## src/rtl/cnt_pkg.sv

```systemverilog
package cnt_pkg;
  typedef enum logic [1:0] {
    OP_HOLD  = 2'd0,
    OP_COUNT = 2'd1,
    OP_LOAD  = 2'd2
  } cnt_op_e;
endpackage

```

## src/rtl/cnt_ctrl.sv

```systemverilog
module cnt_ctrl
  import cnt_pkg::*;
(
  input  logic    load_ni,
  input  logic    cnt_par_i,
  input  logic    cnt_trk_i,
  output cnt_op_e op_o
);
  // reset is applied in the state register, above all of these
  always_comb begin
    if (!load_ni)                    op_o = OP_LOAD;
    else if (cnt_par_i && cnt_trk_i) op_o = OP_COUNT;
    else                             op_o = OP_HOLD;
  end
endmodule

```

## src/rtl/cnt_next.sv

```systemverilog
module cnt_next
  import cnt_pkg::*;
#(
  parameter int WIDTH = 4
) (
  input  cnt_op_e          op_i,
  input  logic [WIDTH-1:0] cur_i,
  input  logic [WIDTH-1:0] data_i,
  output logic [WIDTH-1:0] nxt_o
);
  logic [WIDTH:0]   carry;
  logic [WIDTH-1:0] incr;

  // ripple incrementer: bit k toggles when all lower bits are set
  assign carry[0] = 1'b1;
  for (genvar k = 0; k < WIDTH; k++) begin : g_inc
    assign incr[k]    = cur_i[k] ^ carry[k];
    assign carry[k+1] = cur_i[k] & carry[k];
  end

  always_comb begin
    case (op_i)
      OP_LOAD:  nxt_o = data_i;
      OP_COUNT: nxt_o = incr;
      default:  nxt_o = cur_i;
    endcase
  end
endmodule

```

## src/rtl/cnt_state_reg.sv

```systemverilog
module cnt_state_reg #(
  parameter int WIDTH      = 4,
  parameter bit SYNC_RESET = 1'b0
) (
  input  logic             clk_i,
  input  logic             rst_ni,
  input  logic [WIDTH-1:0] d_i,
  output logic [WIDTH-1:0] q_o
);
  if (SYNC_RESET) begin : g_sync
    always_ff @(posedge clk_i) begin
      if (!rst_ni) q_o <= '0;
      else         q_o <= d_i;
    end
  end else begin : g_async
    always_ff @(posedge clk_i or negedge rst_ni) begin
      if (!rst_ni) q_o <= '0;
      else         q_o <= d_i;
    end
  end
endmodule

```

## src/rtl/cnt_tc.sv

```systemverilog
module cnt_tc #(
  parameter int WIDTH = 4
) (
  input  logic [WIDTH-1:0] cnt_i,
  input  logic             cnt_trk_i,
  output logic             tc_o
);
  assign tc_o = (&cnt_i) & cnt_trk_i;
endmodule

```

## src/rtl/cascade_bin_counter.sv

```systemverilog
module cascade_bin_counter
  import cnt_pkg::*;
#(
  parameter int WIDTH      = 4,
  parameter bit SYNC_RESET = 1'b0
) (
  input  logic             clk_i,
  input  logic             rst_ni,
  input  logic             load_ni,
  input  logic [WIDTH-1:0] data_i,
  input  logic             cnt_par_i,
  input  logic             cnt_trk_i,
  output logic [WIDTH-1:0] count_o,
  output logic             tc_o
);
  cnt_op_e          op;
  logic [WIDTH-1:0] nxt;

  cnt_ctrl i_ctrl (
    .load_ni   (load_ni),
    .cnt_par_i (cnt_par_i),
    .cnt_trk_i (cnt_trk_i),
    .op_o      (op)
  );

  cnt_next #(.WIDTH(WIDTH)) i_next (
    .op_i   (op),
    .cur_i  (count_o),
    .data_i (data_i),
    .nxt_o  (nxt)
  );

  cnt_state_reg #(.WIDTH(WIDTH), .SYNC_RESET(SYNC_RESET)) i_reg (
    .clk_i  (clk_i),
    .rst_ni (rst_ni),
    .d_i    (nxt),
    .q_o    (count_o)
  );

  cnt_tc #(.WIDTH(WIDTH)) i_tc (
    .cnt_i     (count_o),
    .cnt_trk_i (cnt_trk_i),
    .tc_o      (tc_o)
  );
endmodule

```

## config.mk

```make
export PLATFORM = sky130hd
export DESIGN_NAME = cascade_bin_counter
export DESIGN_NICKNAME = d
export VERILOG_FILES = /design/src/rtl/cnt_pkg.sv /design/src/rtl/cnt_ctrl.sv /design/src/rtl/cnt_next.sv /design/src/rtl/cnt_state_reg.sv /design/src/rtl/cnt_tc.sv /design/src/rtl/cascade_bin_counter.sv
export SDC_FILE = /design/constraint.sdc
export NUM_CORES = 1
export LEC_CHECK = 0
export CAP_MARGIN = 20
export CORE_AREA = 2 2 39 41
export DETAILED_ROUTE_END_ITERATION = 8
export DIE_AREA = 0 0 41 43
export MAX_ROUTING_LAYER = met4
export PLACE_DENSITY = 0.52
export SKIP_LAST_GASP = 1
export SLEW_MARGIN = 30
export SYNTH_ARGS = -nofsm -noshare
export SYNTH_HDL_FRONTEND = slang
export SYNTH_SLANG_ARGS = --single-unit
```

## constraint.sdc

```tcl
create_clock -name clk_i -period 1.3 [get_ports clk_i]
set_input_delay 0.26 -clock clk_i [delete_from_list [all_inputs] [get_ports clk_i]]
set_output_delay 0.26 -clock clk_i [all_outputs]
set_load 0.005 [all_outputs]
```

==> After elaboration in Yosys (flattened, before gate mapping) <==
Cells that the tools add are included.
{ "word_totals": {"regBits": 4, "out_inout_bits": 5, "in_bits": 9} }
{ "classes": {"mux": 3, "n_eq_ne": 2, "bitwise": 7, "reduce_logical": 3} }
{ "ops": {"columns": ["op", "n"], "rows": [
  ["$pmux W4 S2", 1],
  ["$reduce_and A4 Y1", 1],
  ["$and A1 B1 Y1", 3],
  ["$xor A1 B1 Y1", 3],
  ["$eq A2 B1 Y1 const B", 1],
  ["$eq A2 B2 Y1 const B", 1],
  ["$mux W2", 1],
  ["$reduce_bool A2 Y1", 1],
  ["$logic_and A1 B1 Y1", 1],
  ["$mux W1", 1],
  ["$not A1 Y1", 1]
]} }

==> Depth between registers and ports, before layout <==
{ "depth": {"word_depth": 5, "mapped_depth": 5, "mapped_depth_nobuf": 5} }

==> Cells and area by module <==
A second synthesis with hierarchy kept.
{ "hier_totals": {"cells_unflattened": 31, "hier_area_um2": 281.5} }
{ "modules_own_cells": {"columns": ["module", "n_inst", "cells_per_inst", "area_each_um2", "seq_area_each_um2"], "rows": [
  ["cnt_next", 1, 22, 158.9, 0.0],
  ["cnt_state_reg", 1, 4, 100.1, 100.1],
  ["cnt_tc", 1, 3, 12.5, 0.0],
  ["cnt_ctrl", 1, 2, 10.0, 0.0]
]} }

==> Least setup slack after synthesis <==
OpenSTA, ideal clock, no wires.
{ "synth_timing": {"path_type": "register to register", "from": "register i_reg.q_o[0]", "to": "register i_reg.q_o[3]", "n_path_buf": 0, "setup_ps": 125, "stages_incl_launch_ff": 6, "arrival_ps": 1049, "setup_slack_ps": 126, "required_ps": 1175, "cell_sequence": "dfrtp_1 ha_1 ha_1 nand3_1 xor2_1 a21oi_1"} }
{ "synth_between": {"elab_chain_cells": 4} }
{ "synth_lines": {"columns": ["item", "line", "text"], "rows": [
  ["from (decl)", "cnt_state_reg.sv:8", "output logic [WIDTH-1:0] q_o"],
  ["from (signal assigned)", "cnt_state_reg.sv:18", "else q_o <= d_i;"],
  ["$and A1 B1 Y1 (2 in series)", "cnt_next.sv:18", "assign carry[k+1] = cur_i[k] & carry[k];"],
  ["$xor A1 B1 Y1", "cnt_next.sv:17", "assign incr[k] = cur_i[k] ^ carry[k];"],
  ["$pmux W4 S2", "cnt_next.sv:22", "case (op_i)"]
]} }
Every way passes these cells.
A chain may end at the register's enable or synchronous reset.

==> Worst setup path after layout <==
{ "layout_timing": {"from": "input port cnt_trk_i", "to": "output port tc_o"} }
{ "layout_between": {"elab_chain_cells": 1} }
{ "layout_lines": {"columns": ["item", "line", "text"], "rows": [
  ["from (decl)", "cascade_bin_counter.sv:12", "input logic cnt_trk_i,"],
  ["$and A1 B1 Y1", "cnt_tc.sv:8", "assign tc_o = (&cnt_i) & cnt_trk_i;"],
  ["to (decl)", "cascade_bin_counter.sv:14", "output logic tc_o"]
]} }
Every way passes these cells.

==> impl_results.md <==
* DP Worst Slack at -0.397 ns
* Area delta synth->final at 115%
* Num CTS Buffers at 3
* Final WS setup at -0.0126 ns
* Compound-Gate Fraction of Synth Area at 0.0894
* Final Wtd Congestion at 0.603
* Register area share after synthesis at 0.447
* Pint at 0.000348 W
* Post-Synth XOR/XNOR Area at 0.0782
* CTS Sinks at 4
* Vias in the first global route at 212
* Initial Util at 0.162
* Sequential power share at 0.318
* Crit. End Element: primary output
* Tcrit/Tclk final at 1.01
* Max Cap Viol at 0
* Max-slew violations at 0
* Total routed wirelength at 583 microns
* CP Launch Type: input pin
* Wire per inst at 9.72 microns
* Boundary Pins at 14
* Die width at between 40 and 50 microns
* Vias per cell at between 3 and 4
* Slew @ Worst Pin at ~0.27 ns
* Synth warnings at 0
* Failing checks: negative setup slack
* HP Class: in -> async
* CTS tree: done
* Mux contribution to synthesized area at 0.0894
* Final hold slack at 0.228 ns
* GRT Total Usage at 0.0692
* Syn_nets at 33
* Initial antenna violation count at 0
* Netlist cell types at 10
* Most frequent cells in the layout: 8 x clkdlybuf4s50_1, 7 x buf_4, 4 x nor2_1, 4 x dfrtp_1
* DR vias at around 230
* Post-synthesis simple-gate area fraction at 0.162
* Largest family of logic cells by synthesized area: simple AND/OR/NAND/NOR gates
* ANT nets after route at 0
* Drc violations at 0
* Root Buffer: clkbuf_4
* First-pass GRT wire length at ~760 microns
* Max reg flops at 4
* Layout fillers at between 100 and 150
* Largest registers: i_reg.q_o: 4 flops
* Synthesized area per cell at 10.2 sq um
* Clock share of power at 0.318
* Clock buffer depth at 2
* Post-Synth Adder-Cell Area at 0.112
* Post-synthesis instance area at 224 sq um
* DRT iter0 DRCs at 4
* Combinational share of power at 0.363
* Final net count at 57
* Pleak at between 0.2 and 0.25 nW
* Final setup violation count at 2
* Tmin final at 1.31 ns
* Required @ worst endpoint at 1.04 ns
* Post-DP HPWL at approximately 400 microns
* Die height at 43 microns
* H-tree levels at 1
* Peak supply drop at about 0.00032 V
* Syn Inst Count at 22
* CTS Hold Bufs at 0
* Antenna cells at 0
* Fin util at 0.348
* Die ar. at 1760 sq um
* Aggregate global routing overflow at 0
* Fin cells at 60
* Sw Pwr at 0.000119 W
* IO buf count at 13
* Critical Setup Path Class: in -> out
* #FFs+latches synth at 4
* Placed Instances at 56
* CP Data Arrival Time at 1.05 ns
* First-pass detailed-route iteration total at 4
* Largest net degree at the start of global routing at 9
* Worst-path clk slew at 0.04 ns
* Share of cells above drive strength 1 at 0.409
* Crit path max fanout at 2
* Max Clk Rate at around 760 MHz
* Later-pin clock latency in the skew report at 0.23 ns
* RSZ-0062 raised after global routing: yes
* Worst Clk Skew at roughly 0.0012 ns
* Status: complete, but fails checks
* Core Area at 1380 sq um
* Commonest non-fill, non-tap cell in the layout: clkdlybuf4s50_1
* Final Hold Fails at 0
* Sw frac at 0.255
* Worst slew margin at 0.817
* Total power at around 0.00047 W
* Reg with most FFs: i_reg.q_o
* Cell Pwr Density at 969 nW/um^2
* Row count at 14
-- power groups by stage --
| stage | sequential, W | clock [W] | combinational [W] |
|---|---|---|---|
| 5_1_grt | 0.000150 | 0.000169 | 0.000189 |
| 4_1_cts | 0.000148 | 0.000158 | 0.000139 |
| 6_report | 0.000149 | 0.000149 | 0.000170 |
| 3_3_place_gp | 0.000150 | 0 | 0.000147 |
| 3_5_place_dp | 0.000149 | 0 | 0.000148 |
| 2_1_floorplan | 0.000156 | 0 | 0.0000427 |
-- critical path: stages --
cell             delay, ns
clkdlybuf4s50_1       0.48
and4_4                0.22
buf_6                 0.09
-- worst paths after layout --
path | to | slack, ns | cells after the start | start
min | i_reg.q_o[3] | 0.23 | 1 | rst_ni
max in group asynchronous | i_reg.q_o[0] | 0.91 | 1 | rst_ni
max reg2reg | i_reg.q_o[3] | 0.04 | 6 | i_reg.q_o[0]
max | tc_o | -0.01 | 3 | cnt_trk_i
min in group clk_i | i_reg.q_o[2] | 0.59 | 3 | data_i[2]
min reg2reg | i_reg.q_o[3] | 0.67 | 3 | i_reg.q_o[3]
-- cell type report --
type                       instances  area (sq um)  share of cell area
sequential                         4           100               0.208
multi-input combinational         17           159               0.330
tap                               16          20.0              0.0416
clock buffer                       3          22.5              0.0468
timing repair buffer              20           180               0.374
-- what timing repair did --
action                                  4_1_cts  5_1_grt
endpoints found under the setup margin        7        3
pin swaps                                     2        5
buffers inserted                              0        1
gates cloned                                  0        0
hold endpoints to repair                      0        0
resized for setup                            10        7
-- stage by stage --
stage	setup TNS, ns	cell area, sq um
global route	-0.160	482
global placement	-0.478	414
CTS	-0.104	434
finish	-0.0213	482
floorplan	0	224
detailed placement	-0.488	414
-- cells by family after synthesis --
group,after synthesis
AOI/OAI and AO/OA,4
xor gates and xnor gates,2
adders and majority gates,2
buffers and inverters,1
DFF,4
muxes,2
and+or+nand+nor,7
-- synthesized netlist by cell type --
cell type / instances / share of area
a21oi_1: 4 / 0.089
and4_2: 1 / 0.045
clkbuf_2: 1 / 0.022
dfrtp_1: 4 / 0.45
ha_1: 2 / 0.11
mux2i_1: 2 / 0.089
nand2_2: 1 / 0.028
nand3_1: 1 / 0.022
nor2_1: 4 / 0.067
xor2_1: 2 / 0.078
-- routing by layer --
metal / global-route usage / routed length, microns / vias to the layer above
li1: - / - / 120
met3: 0.0314 / 51 / 0
met4: 0.0600 / 0 / 0
met1: 0.0847 / 226 / 103
met5: - / 0 / -
met2: 0.0813 / 305 / 10
(Power assumes the default switching activity.)
